$ cat src/rtl/scan_sel_pkg.sv
package scan_sel_pkg;
  typedef enum logic [1:0] {
    SEL_PAN   = 2'd0,
    SEL_BG    = 2'd1,
    SEL_SPLIT = 2'd2,
    SEL_NONE  = 2'd3
  } reg_sel_e;

  typedef enum logic [1:0] {
    SRC_IDLE = 2'd0,
    SRC_PAN  = 2'd1,
    SRC_BG   = 2'd2
  } load_src_e;
endpackage

$ cat src/rtl/scan_host_regs.sv
module scan_host_regs
  import scan_sel_pkg::*;
#(
  parameter int ADDR_W = 32,
  parameter int LINE_W = 12
) (
  input  logic              clk_i,
  input  logic              rst_ni,
  input  logic              wr_en_i,
  input  logic [1:0]        wr_sel_i,
  input  logic [ADDR_W-1:0] wr_data_i,
  output logic [ADDR_W-1:0] pan_o,
  output logic [ADDR_W-1:0] bg_o,
  output logic [LINE_W-1:0] pend_o
);
  logic [ADDR_W-1:0] pan_q, bg_stage_q, bg_q;
  logic [LINE_W-1:0] pend_q;
  reg_sel_e sel;

  assign sel = reg_sel_e'(wr_sel_i);

  always_ff @(posedge clk_i or negedge rst_ni) begin
    if (!rst_ni) begin
      pan_q      <= '0;
      bg_stage_q <= '0;
      bg_q       <= '0;
      pend_q     <= '0;
    end else if (wr_en_i) begin
      unique case (sel)
        SEL_PAN:   pan_q <= wr_data_i;
        SEL_BG:    bg_stage_q <= wr_data_i;
        SEL_SPLIT: begin
          pend_q <= wr_data_i[LINE_W-1:0];
          bg_q   <= bg_stage_q;   // background offset latched with the split
        end
        default: ;
      endcase
    end
  end

  assign pan_o  = pan_q;
  assign bg_o   = bg_q;
  assign pend_o = pend_q;


  unused_sel_chk: assert property (@(posedge clk_i) disable iff (!rst_ni)
    (wr_en_i && wr_sel_i == 2'd3) |=> ($stable(pan_q) && $stable(bg_q) && $stable(pend_q)));


  bg_hold_chk: assert property (@(posedge clk_i) disable iff (!rst_ni)
    !(wr_en_i && wr_sel_i == 2'd2) |=> $stable(bg_q));
endmodule

$ cat src/rtl/scan_base_seq.sv
module scan_base_seq
  import scan_sel_pkg::*;
#(
  parameter int ADDR_W = 32,
  parameter int LINE_W = 12
) (
  input  logic              clk_i,
  input  logic              rst_ni,
  input  logic [ADDR_W-1:0] fb_base_i,
  input  logic [ADDR_W-1:0] pan_i,
  input  logic [ADDR_W-1:0] bg_i,
  input  logic [LINE_W-1:0] pend_i,
  input  logic              line_evt_i,
  input  logic              vblank_i,
  input  logic              vcap_en_i,
  output logic              load_o,
  output logic [ADDR_W-1:0] addr_o,
  output logic [LINE_W-1:0] active_o
);
  load_src_e src;
  logic [ADDR_W-1:0] offs;
  logic              load_q;
  logic [ADDR_W-1:0] addr_q;
  logic [LINE_W-1:0] active_q;

  // vblank wins over the line event
  always_comb begin
    src = SRC_IDLE;
    if (!vcap_en_i) begin
      if (vblank_i)                              src = SRC_PAN;
      else if (line_evt_i && active_q != '0)     src = SRC_BG;
    end
  end

  assign offs = (src == SRC_PAN) ? pan_i : bg_i;

  always_ff @(posedge clk_i or negedge rst_ni) begin
    if (!rst_ni) begin
      load_q   <= 1'b0;
      addr_q   <= '0;
      active_q <= '0;
    end else begin
      load_q <= (src != SRC_IDLE);
      if (src != SRC_IDLE) addr_q <= fb_base_i + offs;
      if (vblank_i && !vcap_en_i) active_q <= pend_i;
    end
  end

  assign load_o   = load_q;
  assign addr_o   = addr_q;
  assign active_o = active_q;


  vblank_load_chk: assert property (@(posedge clk_i) disable iff (!rst_ni)
    (vblank_i && !vcap_en_i) |=> (load_o && addr_o == $past(fb_base_i + pan_i)));


  split_load_chk: assert property (@(posedge clk_i) disable iff (!rst_ni)
    (line_evt_i && !vblank_i && !vcap_en_i && active_o != '0)
      |=> (load_o && addr_o == $past(fb_base_i + bg_i)));


  no_split_chk: assert property (@(posedge clk_i) disable iff (!rst_ni)
    (!vblank_i && active_o == '0) |=> !load_o);


  vcap_quiet_chk: assert property (@(posedge clk_i) disable iff (!rst_ni)
    vcap_en_i |=> (!load_o && $stable(active_o)));


  split_commit_chk: assert property (@(posedge clk_i) disable iff (!rst_ni)
    !$stable(active_o) |-> $past(vblank_i && !vcap_en_i));
endmodule

$ cat src/rtl/scan_dma_model.sv
module scan_dma_model #(
  parameter int ADDR_W = 32
) (
  input  logic              clk_i,
  input  logic              rst_ni,
  input  logic              load_i,
  input  logic [ADDR_W-1:0] addr_i,
  output logic [ADDR_W-1:0] base_o
);
  logic [ADDR_W-1:0] base_q;

  always_ff @(posedge clk_i or negedge rst_ni) begin
    if (!rst_ni)     base_q <= '0;
    else if (load_i) base_q <= addr_i;
  end

  assign base_o = base_q;


  dma_capture_chk: assert property (@(posedge clk_i) disable iff (!rst_ni)
    load_i |=> base_o == $past(addr_i));


  dma_hold_chk: assert property (@(posedge clk_i) disable iff (!rst_ni)
    !load_i |=> $stable(base_o));
endmodule

$ cat src/rtl/scan_split_base.sv
module scan_split_base #(
  parameter int ADDR_W = 32,
  parameter int LINE_W = 12
) (
  input  logic              clk_i,
  input  logic              rst_ni,
  input  logic              wr_en_i,
  input  logic [1:0]        wr_sel_i,
  input  logic [ADDR_W-1:0] wr_data_i,
  input  logic [ADDR_W-1:0] fb_base_i,
  input  logic              line_evt_i,
  input  logic              vblank_i,
  input  logic              vcap_en_i,
  output logic              dma_load_o,
  output logic [ADDR_W-1:0] dma_addr_o,
  output logic [ADDR_W-1:0] dma_base_o,
  output logic [LINE_W-1:0] split_line_o
);
  logic [ADDR_W-1:0] pan, bg;
  logic [LINE_W-1:0] pend;

  scan_host_regs #(.ADDR_W(ADDR_W), .LINE_W(LINE_W)) u_regs (
    .clk_i, .rst_ni, .wr_en_i, .wr_sel_i, .wr_data_i,
    .pan_o(pan), .bg_o(bg), .pend_o(pend)
  );

  scan_base_seq #(.ADDR_W(ADDR_W), .LINE_W(LINE_W)) u_seq (
    .clk_i, .rst_ni, .fb_base_i,
    .pan_i(pan), .bg_i(bg), .pend_i(pend),
    .line_evt_i, .vblank_i, .vcap_en_i,
    .load_o(dma_load_o), .addr_o(dma_addr_o), .active_o(split_line_o)
  );

  scan_dma_model #(.ADDR_W(ADDR_W)) u_dma (
    .clk_i, .rst_ni, .load_i(dma_load_o), .addr_i(dma_addr_o), .base_o(dma_base_o)
  );


  strobe_single_chk: assert property (@(posedge clk_i) disable iff (!rst_ni)
    dma_load_o |-> $past(vblank_i || line_evt_i));
endmodule

$ cat config.mk
export PLATFORM = sky130hd
export DESIGN_NAME = scan_split_base
export DESIGN_NICKNAME = d
export VERILOG_FILES = /design/src/rtl/scan_sel_pkg.sv /design/src/rtl/scan_host_regs.sv /design/src/rtl/scan_base_seq.sv /design/src/rtl/scan_dma_model.sv /design/src/rtl/scan_split_base.sv
export SDC_FILE = /design/constraint.sdc
export NUM_CORES = 1
export LEC_CHECK = 0
export BUFFER_PORTS_ARGS = -buffer_cell sky130_fd_sc_hd__buf_2
export CELL_PAD_IN_SITES_DETAIL_PLACEMENT = 0
export CELL_PAD_IN_SITES_GLOBAL_PLACEMENT = 2
export CORE_MARGIN = 3
export CORE_UTILIZATION = 39
export CTS_BUF_LIST = sky130_fd_sc_hd__clkbuf_16
export DETAILED_ROUTE_END_ITERATION = 8
export PLACE_DENSITY_LB_ADDON = 0.1
export RECOVER_POWER = 100
export SYNTH_ARGS = -nofsm -noshare
export SYNTH_HDL_FRONTEND = slang
export SYNTH_HIERARCHICAL = 1
export SYNTH_SLANG_ARGS = --single-unit
export TNS_END_PERCENT = 30
$ cat constraint.sdc
create_clock -name clk_i -period 3.1 [get_ports clk_i]
set_input_delay 0.465 -clock clk_i [delete_from_list [all_inputs] [get_ports clk_i]]
set_output_delay 0.465 -clock clk_i [all_outputs]
set_load 0.005 [all_outputs]
==> summary.md, run 1 <==
• **run status** finished with violations
• **violations in the final reports** max-capacitance violations, max-slew violations
• **post-placement setup slack** -0.3825 ns
• **Wirelength per Cell** 17.37 um
• **width of the die** 159.7 um
• **leftover overflow at the end of global routing** 0
• **row count** 55
• **worst min path class** in -> reg
• **CTS tree** done
• **category of the worst setup path launch point** input port
• **maximum operating frequency** 341.7 MHz
• **first-iteration detailed-routing DRC count** 255
• **port buffer count** 148
• **Peak VDD IR** 374.6 uV
• **Die Span Y** 159.7 um
• **Period minus WS final** 2.927 ns
• **Storage cell area** 4629 sq um
• **clock skew after layout** 0.01416 ns
• **portion of synthesized cell area occupied by the leading cell type** 50.25%
• **proportion of layout cells with a drive suffix above 1** 41.32%
• **Sinks on Clock Net** 185
• **hold slack** 0.2653 ns
• **Placer Congestion** 0.7985
• **data arrival time at the worst-slack endpoint** 3.30 ns
• **Max Root-Sink Buffers** 2
• **Leak Pwr** 5.217 nW
• **layout overhead on the synthesized area** 22.52%
• **worst max-slew margin expressed relative to the limit** -39.50%
• **count of antenna diodes in the layout** 0
• **final wirelength** 21.96 mm
• **crit-path max FO** 13
• **largest stage delay on the critical path** 0.54 ns
• **clock network fraction of total power** 23.8%
• **critical path capture point type** flop
• **starting density of the core** 40.20%
• **combined global-route utilization of all metal layers** 17.69%
• **area of combinational cells with multiple inputs** 4214 sq um
• **Pre-antenna DRT Iters** 4
• **drt drc** 0
• **Hold-fix buffers, CTS** 0
• **worst slew pin tran** 2.092 ns
• **number of pins exceeding their max-slew limit in the final report** 138
• **worst hold path stage count** 2
• **post-synthesis average cell area** 12.87 sq um
• **length in cells of the worst reg-to-reg path** 10
• **# setup viols final** 0
• **first-pass GRT wire length** 35.68 mm
• **antenna-violating nets left** 0
• **number of cells upsized or downsized after cts** 0
• **Filler Cells Inserted** 2166
• **most used flip-flop cell after synthesis** dfrtp_1
• **DP Wirelength** 16.35 mm
• **Post-Synthesis Net Count** 820
• **area of the core region** 22920 sq um
• **later-pin clock latency in the skew report** 0.44 ns
• **Max-Cap Viols** 3
• **maximum number of pins on one net before global-route repair** 73
• **sw power** 3.097 mW
• **buffer count from post-CTS setup fixing** 0
• **number of synthesized flops with an enable pin** 0
• **gate count after technology mapping** 716
• **# IOs** 149
• **number of CTS-inserted buffers** 17
• **setup repair after global routing missed its margin** false
• **Worst Path Required** 3.47 ns
• **via total after detailed routing** 6384
• **antenna violations before repair** 0
• **Sw Ratio** 34.05%
• **Comb power frac** 36.1%
• **overall power** 9.096 mW
• **flop and latch count out of synthesis** 185
• **sequential cell fraction of total power** 40.1%
• **part of the Yosys area used for sequential elements** 50.25%
• **CTS root buffer** clkbuf_16
• **final clock period utilization by the worst path** 94.41%
• **number of global-route vias before repair** 6495
• **leading cell types by total area after synthesis** dfrtp_1 (50%), mux2_2 (18%), mux2_4 (4.9%)
• **series of cell instances along the critical path** buf_2 > nand2b_4 > mux2_1 > ha_1 > a21oi_1 > o21a_1 > o21bai_1 > o2111ai_1 > nand3b_1 > a41oi_2 > or4_1 > nand3_1
• **final-report hold violation count** 0
• **H-tree depth** 4
• **pwr dens** 805.8 nW/um^2
• **worst-case setup margin in the final layout** 0.1732 ns
• **Die Area** 25500 sq um
• **Clock transition at path regs** 0.08 ns
• **CP max stage cell** or4_1
• **Post-synth ARST share** 100.0%
• **number of distinct standard cells referenced by the synthesized netlist** 65
• **average via count per standard cell** 5.051
• **top cell type by total area after synthesis** dfrtp_1
• **number of warnings issued by yosys** 6
• **combined area of all synthesized cells** 9213 sq um
• **nets** 1043
• **internal power component** 5.999 mW
• **WS Path Type** in -> reg
==> flip-flops by register name, indices dropped and copies added (netlist names) <==
signal,flops
u_regs/bg_o,32
u_regs/bg_stage_q,32
u_dma/base_o,32
u_seq/addr_o,32
u_seq/load_o,1
u_seq/active_o,12
u_regs/pend_o,12
u_regs/pan_o,32
==> cells in the mapped netlist, types with 3 or more instances <==
cell type and number:
nand2b_1 4, o221ai_1 3, o21a_1 3, mux2_4 30
clkbuf_1 19, buf_4 6, o21bai_1 4, nand3_1 11
and3_1 5, ha_1 31, buf_12 3, a211oi_1 6
buf_6 6, or4_1 3, mux2_2 145, o21ai_1 29
a21oi_1 33, mux2_1 8, o21ai_0 4, xor2_1 8
nor4_1 5, dfrtp_1 185, nor2_1 21, o2111ai_1 3
or3_1 5, nand2_1 39, a21o_1 18, xnor2_1 9
nand3b_1 3, nand4_1 11, inv_1 10
==> cells by family (layout without fill, tap and decap cells) <==
family          after synthesis  count (layout)  synth area share [%]
flops                       185             185                 50.25
xor+xnor                     17              17                 1.616
buf+inv                      48             283                 3.232
compound gates              128             128                 9.575
fa+ha+maj                    32              32                 4.428
simple gates                121             121                 7.090
mux                         185             185                 23.81
==> layout make-up <==
type,instances,area share [%]
inverter,11,0.3658
clock buffer,17,3.769
clock inverter,14,1.607
sequential,185,41.02
timing repair buffer,241,12.44
tap,313,3.470
multi-input combinational,483,37.34
==> power groups by stage <==
stage,registers [mW],logic [mW],clock network (mW)
2_1_floorplan,3.62,2.03,0
5_1_grt,3.77,3.64,2.33
3_3_place_gp,3.66,3.48,0
3_5_place_dp,3.71,3.52,0
4_1_cts,3.67,3.54,2.24
6_report,3.65,3.29,2.16
==> through the flow <==
| step | instances | area, sq um | TNS, ns | util [%] |
|---|---|---|---|---|
| floorplan | 716 | 9316 | -0.1181 | - |
| global placement | 1233 | 10880 | -2.009 | 47.50 |
| detailed placement | 1233 | 10880 | -2.342 | 47.50 |
| CTS | 1264 | 11490 | 0 | 50.14 |
| global route | 1264 | 11290 | 0 | 49.25 |
| finish | 1264 | 11290 | 0 | 49.25 |
==> routing by layer <==
metal | global-route usage [%] | up-vias | wire (um)
li1 | - | 3072 | -
met1 | 26.04 | 3147 | 11190
met2 | 26.60 | 147 | 9636
met3 | 3.787 | 18 | 909
met4 | 4.536 | 0 | 219
met5 | 0 | - | 0
==> layout by cell type, fill, tap and decap left out, types with 3 or more instances in the layout <==
cell       netlist  final
mux2_1           8     38
ha_1            31     30
o221ai_1         3      3
buf_12           3      3
buf_4            6     80
o2111ai_1        3      3
xnor2_1          9      9
a21o_1          18     18
nand2_1         39     39
mux2_2         145    143
and3_1           5      5
inv_6            0      4
a211oi_1         6      6
o21ai_0          4     12
nand3b_1         3      3
buf_2            1    111
clkinv_8         0      8
o21ai_1         29     19
a21oi_1         33     32
xor2_1           8      8
o21bai_1         4      5
nor4_1           5      5
inv_1           10     10
dfrtp_1        185    185
nand4_1         11     11
nor2_1          21     21
clkbuf_1        19     41
or3_1            5      5
o21a_1           3      3
clkbuf_2         0      3
or4_1            3      3
nand3_1         11     11
clkbuf_16        0     17
==> worst max-delay path, delay by kind of cell <==
family          cells  cell delay [ns]
compound gates      5             0.98
fa+ha+maj           1             0.29
buf+inv             1             0.10
mux                 1             0.38
simple gates        4             1.07
==> path summary, 6_finish.rpt <==
path                                       start                to  slack (ns)
worst max-delay path                   vcap_en_i  u_seq/addr_o[25]        0.17
worst min-delay path               wr_data_i[31]  u_regs/pan_o[31]        0.27
worst max register to register    u_regs/bg_o[1]  u_seq/addr_o[25]        0.22
worst min register to register  u_dma/base_o[27]  u_dma/base_o[27]        0.48
max in group asynchronous                 rst_ni   u_regs/bg_o[20]        1.01
min in group asynchronous                 rst_ni   u_dma/base_o[3]        0.49
(Power assumes the default switching activity.)
==> inputs of run 2 (changes only) <==
Settings changed: CORE_UTILIZATION 39 to 38, SYNTH_HIERARCHICAL 1 to not set.
==> run 2 against run 1 <==
Compared with the run above: the run still ends with max-capacitance violations, max-slew violations left; synthesized area decreased by 2.4%; core utilization increased by 0.21 points; cell count increased by 1.7%; clock-buffer cell count unchanged; wire length increased by 6.3%; power increased by 4.6%; global-route usage increased by 1.0 points; setup slack got worse by 0.015 ns; critical path depth increased by 2; first-iteration DRC count increased by 2.7%; largest cell class unchanged; largest power group unchanged; highest routed layer unchanged.
==> summary.md, run 2 <==
• **flop and latch count out of synthesis** 185
• **cell repeated most along the worst path** buf_4
• **average via count per standard cell** 5.005
• **capturing element of the worst setup path** u_seq.addr_o[27]
• **count of antenna diodes in the layout** 0
• **Post-synth ARST share** 100.0%
• **launch point of the worst path** vcap_en_i
• **layout overhead on the synthesized area** 26.10%
• **port buffer count** 148
• **Storage cell area** 4629 sq um
• **drt drc** 0
• **worst slew pin tran** 2.087 ns
• **Max Root-Sink Buffers** 2
• **antenna violations before repair** 0
• **WS Path Type** in -> reg
• **leading cell types in the layout, fill and taps excluded** dfrtp_1 (185), mux2_2 (182), buf_2 (109)
• **via total after detailed routing** 6437
• **crit-path max FO** 8
• **Leak Pwr** 5.191 nW
• **number of cells upsized or downsized after cts** 0
• **# setup viols final** 0
• **CTS root buffer** clkbuf_16
• **Wirelength per Cell** 18.14 um
• **Filler Cells Inserted** 2107
• **number of synthesized flops with an enable pin** 0
• **combined area of all synthesized cells** 8990 sq um
• **Placer Congestion** 0.8332
• **first-iteration detailed-routing DRC count** 262
• **leading cell types by total area after synthesis** dfrtp_1 (51%), mux2_2 (23%), ha_1 (4.3%)
• **DP Wirelength** 18.16 mm
• **H-tree depth** 4
• **first-pass GRT wire length** 37.87 mm
• **clock network fraction of total power** 24.4%
• **Comb power frac** 37.2%
• **violations in the final reports** max-capacitance violations, max-slew violations
• **critical path capture point type** flop
• **Max-Cap Viols** 3
• **run status** finished with violations
• **buffer count from post-CTS setup fixing** 0
• **internal power component** 6.192 mW
• **# IOs** 149
• **most used flip-flop cell after synthesis** dfrtp_1
• **antenna-violating nets left** 0
• **category of the worst setup path launch point** input port
• **length in cells of the worst reg-to-reg path** 11
• **sequential cell fraction of total power** 38.4%
• **final clock period utilization by the worst path** 94.89%
• **worst min path class** in -> reg
• **maximum number of pins on one net before global-route repair** 68
• **area of all placed cells without fillers** 11340 sq um
• **pwr dens** 839.4 nW/um^2
• **placed cell count** 1254
• **area of combinational cells with multiple inputs** 4183 sq um
• **post-synthesis average cell area** 12.25 sq um
• **data arrival time at the worst-slack endpoint** 3.25 ns
• **Pre-antenna DRT Iters** 5
• **CP max stage cell** o41ai_1
• **post-placement setup slack** -0.2557 ns
• **setup repair after global routing missed its margin** false
• **number of pins exceeding their max-slew limit in the final report** 129
• **width of the die** 159.8 um
• **portion of synthesized cell area occupied by the leading cell type** 51.50%
• **Hold-fix buffers, CTS** 0
• **commonest non-fill, non-tap cell in the layout** dfrtp_1
• **gate count after technology mapping** 734
• **worst-case setup margin in the final layout** 0.1584 ns
• **number of CTS-inserted buffers** 17
• **leading post-synthesis cells by instance count** dfrtp_1 (185), mux2_2 (183), nand2_1 (55)
• **series of cell instances along the critical path** buf_2 > nand2b_4 > buf_4 > mux2_2 > ha_1 > nand2_1 > o21ai_0 > a31o_2 > a21oi_1 > buf_4 > o41ai_1 > xnor2_1 > buf_4 > o21ai_1
• **source of the worst register-to-register timing path** u_regs.bg_o[0]
• **worst max-slew margin expressed relative to the limit** -39.12%
• **overall power** 9.516 mW
• **capture point of the worst reg-to-reg path** u_seq.addr_o[28]
• **Post-Synthesis Net Count** 838
• **Total Neg Setup Slack** 0 ns
• **number of global-route vias before repair** 6829
• **number of warnings issued by yosys** 0
• **area of the core region** 22920 sq um
• **nets** 1064
• **later-pin clock latency in the skew report** 0.44 ns
• **CTS tree** done
• **row count** 55
• **final-report hold violation count** 0
• **final wirelength** 23.33 mm
• **maximum operating frequency** 340.0 MHz
• **Sw Ratio** 34.93%
• **Sinks on Clock Net** 185
• **number of distinct standard cells referenced by the synthesized netlist** 60
• **Worst Path Required** 3.41 ns
• **part of the Yosys area used for sequential elements** 51.50%
• **dominant cell by count in the synthesized netlist** dfrtp_1
• **Die Area** 25540 sq um
• **largest stage delay on the critical path** 0.39 ns
• **filler-free cell count of the finished design** 1286
• **Clock transition at path regs** 0.08 ns
• **proportion of layout cells with a drive suffix above 1** 44.40%
• **area post-placement** 10790 sq um
• **top cell type by total area after synthesis** dfrtp_1
• **clock skew after layout** 0.01420 ns
• **Peak VDD IR** 360.3 uV
• **Period minus WS final** 2.942 ns
• **leftover overflow at the end of global routing** 0
• **Worst R2R Setup Slack** 0.23 ns
• **combined global-route utilization of all metal layers** 18.71%
• **starting density of the core** 39.23%
• **sw power** 3.323 mW
• **Die Span Y** 159.8 um
-- run 2: cell types whose count changed in the layout (fill, tap and decap cells not counted), moves of 6 or more --
cell and delta:
nand2_1 +16, a21o_1 -6, mux2_2 +39, xnor2_1 +7, buf_4 +7, mux2_1 -38, nand3_1 -6, o21ai_0 +25
o21ai_1 -14
-- run 2: power groups by stage --
stage          combinational, mW  sequential, mW  clock, mW
3_5_place_dp                3.63            3.71          0
2_1_floorplan               1.94            3.61          0
3_3_place_gp                3.60            3.67          0
4_1_cts                     3.65            3.66       2.40
5_1_grt                     3.93            3.77       2.49
6_report                    3.54            3.65       2.32
-- run 2: cells by family after synthesis --
family | after synthesis | share of synthesized area [%]
xor+xnor | 26 | 2.533
simple gates | 116 | 6.152
buf+inv | 52 | 2.227
mux | 184 | 23.03
flops | 185 | 51.50
fa+ha+maj | 32 | 4.537
compound gates | 139 | 10.02
-- run 2: final cells by class --
class,count,share of cell area [%]
well taps,313,3.455
multi-input cells,497,36.90
clock buffers,17,3.753
flip-flops and latches,185,40.84
clock inverters,15,1.887
inverters,13,0.4305
repair buffers,246,12.74
-- run 2: critical path, delay by kind of cell --
kind,cells,cell delay [ns]
adders and majority gates,1,0.35
and+or+nand+nor,2,0.28
xor gates and xnor gates,1,0.17
buffers and inverters,4,0.56
AOI/OAI and AO/OA,5,1.05
muxes,1,0.36
-- run 2: metal layers --
metal / share of wire [%] / vias to the layer above / GRT usage [%]
met4: 0.84 / 0 / 4.379
met5: 0 / - / 0
met2: 45 / 121 / 28.55
li1: - / 3115 / -
met3: 4.0 / 10 / 3.865
met1: 50 / 3191 / 27.54
-- run 2: how the worst min path moves through the flow --
stage,from,end,slack [ns],cells after the start
6_report,wr_data_i[21],u_regs.pan_o[21],0.27,2
5_1_grt,wr_data_i[26],u_regs.bg_stage_q[26],0.25,2
4_1_cts,rst_ni,u_dma.base_o[5],0.02,1
3_5_place_dp,rst_ni,u_dma.base_o[5],0.49,1
3_3_place_gp,rst_ni,u_dma.base_o[4],0.48,1
2_1_floorplan,rst_ni,u_dma.base_o[0],0.17,0
-- run 2: per-stage QoR --
stage,util (%),hold slack (ns)
floorplan,-,0.1694
global placement,47.10,0.4799
detailed placement,47.10,0.4873
CTS,49.89,0.01535
global route,49.47,0.2530
finish,49.47,0.2652
